==> config.mk <==
export PLATFORM = sky130hd
export DESIGN_NAME = sec_mailbox
export DESIGN_NICKNAME = d
export VERILOG_FILES = /design/src/rtl/mb_pkg.sv /design/src/rtl/mb_fifo.sv /design/src/rtl/mb_irq_pair.sv /design/src/rtl/sec_mailbox.sv
export SDC_FILE = /design/constraint.sdc
export NUM_CORES = 1
export LEC_CHECK = 0
export CAP_MARGIN = 10
export CORE_UTILIZATION = 55
export DETAILED_ROUTE_END_ITERATION = 16
export DONT_BUFFER_PORTS = 1
export GPL_ROUTABILITY_DRIVEN = 0
export PLACE_DENSITY = 0.78
export SYNTH_ARGS = -nofsm -noshare
export SYNTH_HDL_FRONTEND = slang
export SYNTH_SLANG_ARGS = --single-unit
==> constraint.sdc <==
create_clock -name clk -period 5.3 [get_ports clk]
set_input_delay 1.06 -clock clk [delete_from_list [all_inputs] [get_ports clk]]
set_output_delay 1.06 -clock clk [all_outputs]
set_load 0.005 [all_outputs]
==> src/rtl/mb_pkg.sv <==
// Shared definitions for the secure mailbox.
// Assumes: one clock domain; DEPTH is a power of two.
package mb_pkg;
    localparam int MB_DW    = 32;
    localparam int MB_DEPTH = 16;

    // Which FIFO feeds the untrusted read port
    typedef enum logic {
        SRC_SHARED   = 1'b0,
        SRC_ISOLATED = 1'b1
    } rd_src_e;
endpackage

==> src/rtl/mb_fifo.sv <==
// Synchronous show-ahead word FIFO.
// The head word is on dout whenever empty is 0. A push while full is
// dropped and reported for one cycle on ovf_pulse. A pop while empty is
// ignored. Assumes DEPTH is a power of two.
module mb_fifo #(
    parameter int DW    = 32,
    parameter int DEPTH = 16
) (
    input  logic          clk,
    input  logic          rst_n,
    input  logic          push,
    input  logic [DW-1:0] din,
    input  logic          pop,
    output logic [DW-1:0] dout,
    output logic          empty,
    output logic          full,
    output logic [$clog2(DEPTH+1)-1:0] count,
    output logic          ovf_pulse
);
    localparam int AW = $clog2(DEPTH);
    localparam int CW = $clog2(DEPTH+1);

    logic [DW-1:0] mem [DEPTH];
    logic [AW-1:0] wr_ptr, rd_ptr;
    logic [CW-1:0] cnt;
    logic          do_push, do_pop;

    assign full      = (cnt == CW'(DEPTH));
    assign empty     = (cnt == '0);
    assign do_push   = push && !full;
    assign do_pop    = pop && !empty;
    assign dout      = mem[rd_ptr];
    assign count     = cnt;
    assign ovf_pulse = push && full;

    // Storage write: only accepted pushes land in memory
    always_ff @(posedge clk) begin
        if (do_push) mem[wr_ptr] <= din;
    end

    // Pointer and occupancy tracking
    always_ff @(posedge clk) begin
        if (!rst_n) begin
            wr_ptr <= '0;
            rd_ptr <= '0;
            cnt    <= '0;
        end else begin
            if (do_push) wr_ptr <= wr_ptr + 1'b1;
            if (do_pop)  rd_ptr <= rd_ptr + 1'b1;
            cnt <= cnt + CW'(do_push) - CW'(do_pop);
        end
    end

    // A full FIFO that is not popped keeps its occupancy
    assert_no_overflow_R2: assert property (@(posedge clk) disable iff (!rst_n)
        (push && full && !pop) |=> (count == $past(count)));

    // An empty FIFO that is not pushed stays empty after a pop
    assert_pop_empty_R9: assert property (@(posedge clk) disable iff (!rst_n)
        (pop && empty && !push) |=> empty);
endmodule

==> src/rtl/mb_irq_pair.sv <==
// Interrupt handshake for one message direction.
// send raises rdy_irq to the receiver. done clears it and raises ok_irq
// to the sender, which holds until ack. send wins over done when both
// arrive in the same cycle.
module mb_irq_pair (
    input  logic clk,
    input  logic rst_n,
    input  logic send,
    input  logic done,
    input  logic ack,
    output logic rdy_irq,
    output logic ok_irq
);
    // Message-ready level toward the receiver
    always_ff @(posedge clk) begin
        if (!rst_n)    rdy_irq <= 1'b0;
        else if (send) rdy_irq <= 1'b1;
        else if (done) rdy_irq <= 1'b0;
    end

    // Receive-complete level toward the sender
    always_ff @(posedge clk) begin
        if (!rst_n)    ok_irq <= 1'b0;
        else if (done) ok_irq <= 1'b1;
        else if (ack)  ok_irq <= 1'b0;
    end

    assert_send_sets_R3: assert property (@(posedge clk) disable iff (!rst_n)
        send |=> rdy_irq);

    assert_done_clears_R4: assert property (@(posedge clk) disable iff (!rst_n)
        (done && !send) |=> (!rdy_irq && ok_irq));

    assert_ok_cause_R4: assert property (@(posedge clk) disable iff (!rst_n)
        $rose(ok_irq) |-> $past(done));
endmodule

==> src/rtl/sec_mailbox.sv <==
// Two-way mailbox between a trusted and an untrusted core, with a
// trusted-only isolated FIFO gated by a security-valid flag.
// Assumes both cores share clk. Strobes are single-cycle requests.
module sec_mailbox
    import mb_pkg::*;
#(
    parameter int DW    = MB_DW,
    parameter int DEPTH = MB_DEPTH
) (
    input  logic          clk,
    input  logic          rst_n,
    input  logic          t_push,
    input  logic          t_iso_push,
    input  logic [DW-1:0] t_wdata,
    input  logic          t_send,
    input  logic          t_done,
    input  logic          t_ok_ack,
    input  logic          t_pop,
    output logic [DW-1:0] t_rdata,
    output logic          t_rx_empty,
    output logic          t_rdy_irq,
    output logic          t_ok_irq,
    input  logic          u_push,
    input  logic          u_iso_push,
    input  logic          u_sec_wr,
    input  logic [DW-1:0] u_wdata,
    input  logic          u_send,
    input  logic          u_done,
    input  logic          u_ok_ack,
    input  logic          u_pop,
    output logic [DW-1:0] u_rdata,
    output logic          u_rx_empty,
    output logic          u_rdy_irq,
    output logic          u_ok_irq,
    output logic          u_key_irq,
    output logic          t2u_ovf,
    output logic          u2t_ovf,
    output logic          iso_ovf,
    output logic          violation
);
    localparam int CW = $clog2(DEPTH+1);

    rd_src_e       src;
    logic          sec_valid;
    logic [DW-1:0] t2u_dout, iso_dout;
    logic          t2u_empty, iso_empty;
    logic          t2u_pop, iso_pop;
    logic [CW-1:0] iso_cnt;
    logic [2:0]    ovf_pulse;
    logic [2:0]    unused_full;
    logic [CW-1:0] unused_cnt_a, unused_cnt_b;
    logic          iso_last_pop;

    assign src          = sec_valid ? SRC_ISOLATED : SRC_SHARED;
    assign t2u_pop      = u_pop && (src == SRC_SHARED);
    assign iso_pop      = u_pop && (src == SRC_ISOLATED);
    assign iso_last_pop = iso_pop && (iso_cnt == CW'(1));

    // Trusted to untrusted shared queue
    mb_fifo #(.DW(DW), .DEPTH(DEPTH)) u_t2u (
        .clk(clk), .rst_n(rst_n), .push(t_push), .din(t_wdata),
        .pop(t2u_pop), .dout(t2u_dout), .empty(t2u_empty),
        .full(unused_full[0]), .count(unused_cnt_a), .ovf_pulse(ovf_pulse[0]));

    // Untrusted to trusted shared queue
    mb_fifo #(.DW(DW), .DEPTH(DEPTH)) u_u2t (
        .clk(clk), .rst_n(rst_n), .push(u_push), .din(u_wdata),
        .pop(t_pop), .dout(t_rdata), .empty(t_rx_empty),
        .full(unused_full[1]), .count(unused_cnt_b), .ovf_pulse(ovf_pulse[1]));

    // Isolated key queue, written only through the trusted port
    mb_fifo #(.DW(DW), .DEPTH(DEPTH)) u_iso (
        .clk(clk), .rst_n(rst_n), .push(t_iso_push), .din(t_wdata),
        .pop(iso_pop), .dout(iso_dout), .empty(iso_empty),
        .full(unused_full[2]), .count(iso_cnt), .ovf_pulse(ovf_pulse[2]));

    // Untrusted read path selection
    assign u_rdata    = (src == SRC_ISOLATED) ? iso_dout  : t2u_dout;
    assign u_rx_empty = (src == SRC_ISOLATED) ? iso_empty : t2u_empty;
    assign u_key_irq  = sec_valid;

    // Handshakes, one per direction
    mb_irq_pair u_irq_t2u (
        .clk(clk), .rst_n(rst_n), .send(t_send), .done(u_done),
        .ack(t_ok_ack), .rdy_irq(u_rdy_irq), .ok_irq(t_ok_irq));

    mb_irq_pair u_irq_u2t (
        .clk(clk), .rst_n(rst_n), .send(u_send), .done(t_done),
        .ack(u_ok_ack), .rdy_irq(t_rdy_irq), .ok_irq(u_ok_irq));

    // Security-valid: set by trusted isolated writes, cleared on drain
    always_ff @(posedge clk) begin
        if (!rst_n)            sec_valid <= 1'b0;
        else if (t_iso_push)   sec_valid <= 1'b1;
        else if (iso_last_pop) sec_valid <= 1'b0;
    end

    // Sticky overflow and violation status
    always_ff @(posedge clk) begin
        if (!rst_n) begin
            t2u_ovf   <= 1'b0;
            u2t_ovf   <= 1'b0;
            iso_ovf   <= 1'b0;
            violation <= 1'b0;
        end else begin
            if (ovf_pulse[0]) t2u_ovf <= 1'b1;
            if (ovf_pulse[1]) u2t_ovf <= 1'b1;
            if (ovf_pulse[2]) iso_ovf <= 1'b1;
            if (u_iso_push || u_sec_wr) violation <= 1'b1;
        end
    end

    assert_key_set_R5: assert property (@(posedge clk) disable iff (!rst_n)
        t_iso_push |=> (u_key_irq && !iso_empty));

    assert_key_clear_R7: assert property (@(posedge clk) disable iff (!rst_n)
        $fell(u_key_irq) |-> $past(u_pop && !t_iso_push));

    assert_iso_guard_R8: assert property (@(posedge clk) disable iff (!rst_n)
        !t_iso_push |=> (iso_cnt <= $past(iso_cnt)));

    assert_violation_R8: assert property (@(posedge clk) disable iff (!rst_n)
        (u_iso_push || u_sec_wr) |=> violation);

    assert_key_nonempty_R6: assert property (@(posedge clk) disable iff (!rst_n)
        u_key_irq |-> !u_rx_empty);
endmodule

==> impl_metrics.py, run 1 <==
metrics = {
    "grt": {
        "first_global_vias": 32000,
        "grt_max_degree": 129,
        "track_usage": 0.264,
        "grt_overflow": 0,
        "grt_pass1_wl_um": 215000,
        "grt_antenna_before_repair": 0,
    },
    "status": {
        "status": "complete, no violations",
    },
    "clocking": {
        "holdBufCountCts": 0,
        "numCtsBuffers": 155,
        "clk_latency_ps": 760,
        "cts.sinks": 1596,
        "ctsResizeCount": 0,
        "root_buffer": "clkbuf_16",
        "post_cts_buffers": 0,
        "clockBufferDepth": 3,
        "cts.clk_slew.worst_paths_ps": 70,
        "htree_levels": 4,
        "cts_tree": "built",
    },
    "layout": {
        "syn2layout_area_growth_pct": 11.4,
        "nFillCells": 7380,
        "final_common_cell": "edfxtp_1",
        "fin_util": 0.620,
        "diodes": 0,
        "seq_area_um2": 47400,
        "multiInputGateArea_um2": 14100,
        "layout_common_cells": "edfxtp_1 (1536), mux2i_1 (516), a22oi_1 (160), clkbuf_16 (160), nand3_1 (139)",
        "nNetsFinal": 3432,
        "layout-drive-gt1-share": 0.145,
    },
    "worst_setup_path": {
        "critPathCaptureType": "primary output",
        "start_kind": "flip-flop",
        "cp_max_fo": 46,
        "crit_required_ps": 4240,
        "critPathArrivalTime_ps": 3460,
        "path_class": "flip-flop to primary output",
    },
    "floorplanning": {
        "die_w_um": 337,
        "initial_core_util": 0.557,
        "die_area_um2": 114000,
        "chipHeight_um": 337,
        "pin_count": 154,
        "core_area_um2": 111000,
        "rows": 122,
    },
    "min_path": {
        "hp-class": "input port to flip-flop",
    },
    "timing": {
        "fin_crit_ps": 4520,
        "max_slew.worst_pin.slew_ps": 1160,
        "fin_hold_ws_ps": 377,
        "timing.fmax_ghz": 0.221,
        "max_slew_margin": 0.226,
        "setup-violations-final": 0,
        "fin_skew_ps": 29.5,
        "final_max_slew_viol_count": 0,
        "fin_ws_ps": 777,
        "setup_tns_ps": 0,
        "layout_worst_path_cycle_share": 0.853,
        "rsz0062_at_grt": "false",
        "hold_violations": 0,
    },
    "power_and_ir_drop": {
        "max-vdd-ir-drop_uv": 352,
        "total_power_uw": 28900,
        "powerDensity_nw_per_um2": 419,
        "power.leakage_uw": 0.0209,
    },
    "logic_synthesis": {
        "yosysWarnings": 0,
        "synth_top_area_frac": 0.745,
        "avgSynthCellArea_um2": 18.9,
        "seq_area_frac_synth": 0.764,
        "mappedNetlistArea_um2": 61900,
        "syn_nets": 3381,
        "synth.area.top_cells": "edfxtp_1 (75%), mux2i_1 (8.3%), mux4_2 (4.9%), a22oi_1 (1.9%), dfxtp_1 (1.9%)",
        "synth_cells": 3268,
        "yosys.area.top_type": "edfxtp_1",
        "ys_ff_latch": 1596,
        "ys_types": 42,
    },
    "placed_design": {
        "io_buffers": 0,
        "dp_slack_ps": 1570,
        "dp_hpwl_um": 79000,
    },
    "routing": {
        "drtAntennaViolNets": 0,
        "routed_via_density": 6.40,
        "drtIter0Drc": 3785,
        "wl_met1_um": 54300,
        "wl_met2_um": 75000,
        "vias": 31600,
        "drt_pass1_iterations": 6,
        "top_layer": "met4",
        "dr_wl_met3_um": 13600,
        "remaining_drc_errors": 0,
        "drt-wirelength-per-cell_um": 30.3,
        "wirelength_um": 149000,
    },
    "flow_run": {
        "maxCapViolCount": 0,
    },
}
## final cells by class
type | count | share of cell area
clock buffer | 198 | 0.0606
clock inverter | 82 | 0.0110
inverter | 24 | 0.00131
multi-input combinational | 1463 | 0.204
sequential | 1596 | 0.687
tap | 1488 | 0.0270
timing repair buffer | 79 | 0.00933
## per-layer routing
layer | track usage | vias up
li1 | - | 13200
met1 | 0.330 | 16200
met2 | 0.444 | 1799
met3 | 0.0542 | 336
met4 | 0.120 | 0
met5 | 0 | -
## path summary, 6_finish.rpt
check | startpoint | endpoint | slack, ps | cells after the start
worst max-delay path | flip-flop | u_rdata[21] | 780 | 5
worst min-delay path | u_wdata[8] | u_u2t.mem[0][8]$_DFFE_PP_ | 380 | 0
worst max register to register | u_u2t.count[2]$_SDFF_PN0_ | u_u2t.count[4]$_SDFF_PN0_ | 2050 | 13
worst min register to register | iso_ovf$_SDFFE_PN0P_ | iso_ovf$_SDFFE_PN0P_ | 500 | 1
## kinds of logic (layout without fill, tap and decap cells)
group           Yosys count  after routing  share of synthesized area
flops                  1596           1596                      0.764
mux                     677            677                      0.143
simple gates            441            441                     0.0354
compound gates          283            283                     0.0301
buf+inv                 209            383                     0.0155
fa+ha+maj                34             34                    0.00724
xor+xnor                 28             28                    0.00396
## critical path, cell delays in order, from the launching register on
cell and delay (ps):
dfxtp_4 900, nor2b_4 690, buf_4 420, a22oi_1 150
nand3_1 130, nand4_1 390
## registers in the layout (all words and copies together), names as in the netlist, 5 cells and up, named ones only
register,flops
u_u2t.mem,512
u_iso.mem,512
u_u2t.count,5
u_iso.count,5
u_t2u.count,5
u_t2u.mem,512
## through the flow
| stage | std cells | instance area [um^2] |
|---|---|---|
| 6_report | 4930 | 68900 |
| 5_1_grt | 4930 | 68900 |
| 4_1_cts | 4930 | 68900 |
| 3_5_place_dp | 4650 | 64000 |
| 3_3_place_gp | 4650 | 64000 |
| 2_1_floorplan | 3268 | 61900 |
## Yosys cell counts, drive strengths merged
library cell,count
edfxtp,1536
mux2i,516
a22oi,160
mux4,160
nand3,139
nand2,116
clkbuf,106
a21oi,102
buf,79
dfxtp,60
nor2,47
and2,46
nand4,32
ha,31
inv,24
nor2b,18
xnor2,15
nor3,13
xor2,13
nand2b,8
and3,7
o21a,7
a21boi,5
o21ai,4
or3,4
a21o,3
fa,3
nand4bb,3
nor4b,3
nor3b,2
mux2,1
nor4bb,1
o31a,1
o41ai,1
or2,1
or4b,1
## power by group
group	leakage (uW)	switching (uW)	internal (uW)
registers	0.0144	295	14300
clock network	0.00240	4680	6090
logic	0.00417	2040	1480
total	0.0209	7020	21900
Power figures use the tool's default switching activity.
==> inputs of run 2 (changes only) <==
==> constraint.sdc (replaced) <==
create_clock -name clk -period 5.3 [get_ports clk]
set_input_delay 1.06 -clock clk [delete_from_list [all_inputs] [get_ports clk]]
set_output_delay 1.06 -clock clk [all_outputs]
set_load 0.1 [all_outputs]
==> run 2 against run 1 <==
Non-clock buffer count up 39. Critical endpoint unchanged. Clock power about the same. Final area up 0.50%. Global-route usage down 0.62 points. Final cell count up 0.77%. Via count up 0.66%. Sequential power about the same. Total power up 6.1%.
==> impl_metrics.py, run 2 (synthesized netlist as in run 1, its figures left out) <==
metrics = {
    "layout": {
        "diodes": 0,
        "final_common_cell": "edfxtp_1",
        "layout_common_cells": "edfxtp_1 (1536), mux2i_1 (516), a22oi_1 (160), clkbuf_16 (158), nand3_1 (139)",
        "layout-drive-gt1-share": 0.153,
        "syn2layout_area_growth_pct": 11.9,
        "nNetsFinal": 3472,
        "reg_top3": "u_iso.mem x512, u_t2u.mem x512, u_u2t.mem x512",
    },
    "flow_run": {
        "maxCapViolCount": 0,
    },
    "power_and_ir_drop": {
        "max-vdd-ir-drop_uv": 445,
        "powerDensity_nw_per_um2": 442,
        "power.leakage_uw": 0.0211,
    },
    "timing": {
        "final_max_slew_viol_count": 0,
        "setup_tns_ps": 0,
        "fin_crit_ps": 4700,
        "fin_ws_ps": 603,
        "hold_violations": 0,
        "setup-violations-final": 0,
        "max_slew_margin": 0.149,
        "layout_worst_path_cycle_share": 0.886,
        "timing.fmax_ghz": 0.213,
        "fin_skew_ps": 41.5,
        "max_slew.worst_pin.slew_ps": 1270,
        "rsz0062_at_grt": "false",
    },
    "clocking": {
        "cts_tree": "built",
        "ctsResizeCount": 0,
        "htree_levels": 4,
        "numCtsBuffers": 156,
        "post_cts_buffers": 0,
        "clockBufferDepth": 3,
        "cts.sinks": 1596,
        "cts.clk_slew.worst_paths_ps": 60,
        "clk_latency_ps": 790,
        "holdBufCountCts": 0,
        "root_buffer": "clkbuf_16",
    },
    "grt": {
        "grt_antenna_before_repair": 0,
        "grt_pass1_wl_um": 212000,
        "grt_max_degree": 85,
        "grt_overflow": 0,
        "track_usage": 0.257,
        "first_global_vias": 32000,
    },
    "routing": {
        "routed_via_density": 6.40,
        "vias": 31800,
        "remaining_drc_errors": 0,
        "wirelength_um": 146000,
        "drtAntennaViolNets": 0,
        "drtIter0Drc": 3964,
        "drt_pass1_iterations": 5,
        "drt-wirelength-per-cell_um": 29.4,
    },
    "placed_design": {
        "io_buffers": 0,
        "dp_hpwl_um": 80400,
        "dp_slack_ps": 1430,
    },
    "worst_setup_path": {
        "path_class": "flip-flop to primary output",
        "crit_required_ps": 4240,
        "critPathCaptureType": "primary output",
        "start_kind": "flip-flop",
        "cp_max_fo": 49,
        "critPathArrivalTime_ps": 3640,
    },
    "floorplanning": {
        "die_area_um2": 114000,
        "core_area_um2": 111000,
        "chipHeight_um": 337,
        "pin_count": 154,
        "initial_core_util": 0.557,
        "rows": 122,
        "die_w_um": 337,
    },
    "status": {
        "status": "complete, no violations",
    },
    "min_path": {
        "hp-class": "input port to flip-flop",
    },
}
## run 2: changes by cell type in the layout (fill, tap and decap cells not counted), sizes merged
cell / change
buf: +39
bufinv: -2
clkbuf: +6
clkinv: -6
inv: +1
## run 2: stage by stage
stage          instance area, um^2  std cells   util  hold WS [ps]  total power, uW
2_1_floorplan                61900       3268      -           472            19000
3_3_place_gp                 64400       4689  0.579           484            20200
3_5_place_dp                 64400       4689  0.579           495            20300
4_1_cts                      69300       4968  0.623           312            30800
5_1_grt                      69300       4968  0.623           337            31500
6_report                     69300       4968  0.623           362            30700
## run 2: final cells by class
class | instances | area, um^2
Timing Repair Buffer | 118 | 1020
Clock buffer | 204 | 4150
Clock inverter | 75 | 751
Sequential cell | 1596 | 47400
Tap cell | 1488 | 1860
Fill cell | 7368 | 41900
Inverter | 24 | 90.1
Multi-Input combinational cell | 1463 | 14100
## run 2: metal layers
| layer | track usage | wire length [um] |
|---|---|---|
| met4 | 0.105 | 5150 |
| met2 | 0.434 | 73700 |
| met1 | 0.331 | 54500 |
| met5 | 0 | 0 |
| met3 | 0.0473 | 12600 |
## run 2: worst paths after layout
kind              depth (start not counted)  slack, ps                            to                         start
setup reg to reg                         13       2070     u_u2t.count[4]$_SDFF_PN0_     u_u2t.count[3]$_SDFF_PN0_
hold / removal                            0        360    u_t2u.mem[1][13]$_DFFE_PP_                   t_wdata[13]
setup / recovery                          6        600                   u_rdata[21]                     flip-flop
hold reg to reg                           2        500  u_u2t.rd_ptr[1]$_SDFFE_PN0P_  u_u2t.rd_ptr[1]$_SDFFE_PN0P_
## run 2: report_power, final
part | leakage [uW] | internal [uW] | switching (uW) | total [uW]
logic | 0.00439 | 1630 | 3770 | 5400
registers | 0.0144 | 14300 | 306 | 14600
clock network | 0.00236 | 5950 | 4680 | 10600
## run 2: worst max-delay path, stage by stage, from the launching register on
cell and delay (ps):
dfxtp_4 930, and2_2 630, buf_4 370, a22oi_1 130
nand3_1 160, nand4_1 270, buf_4 340
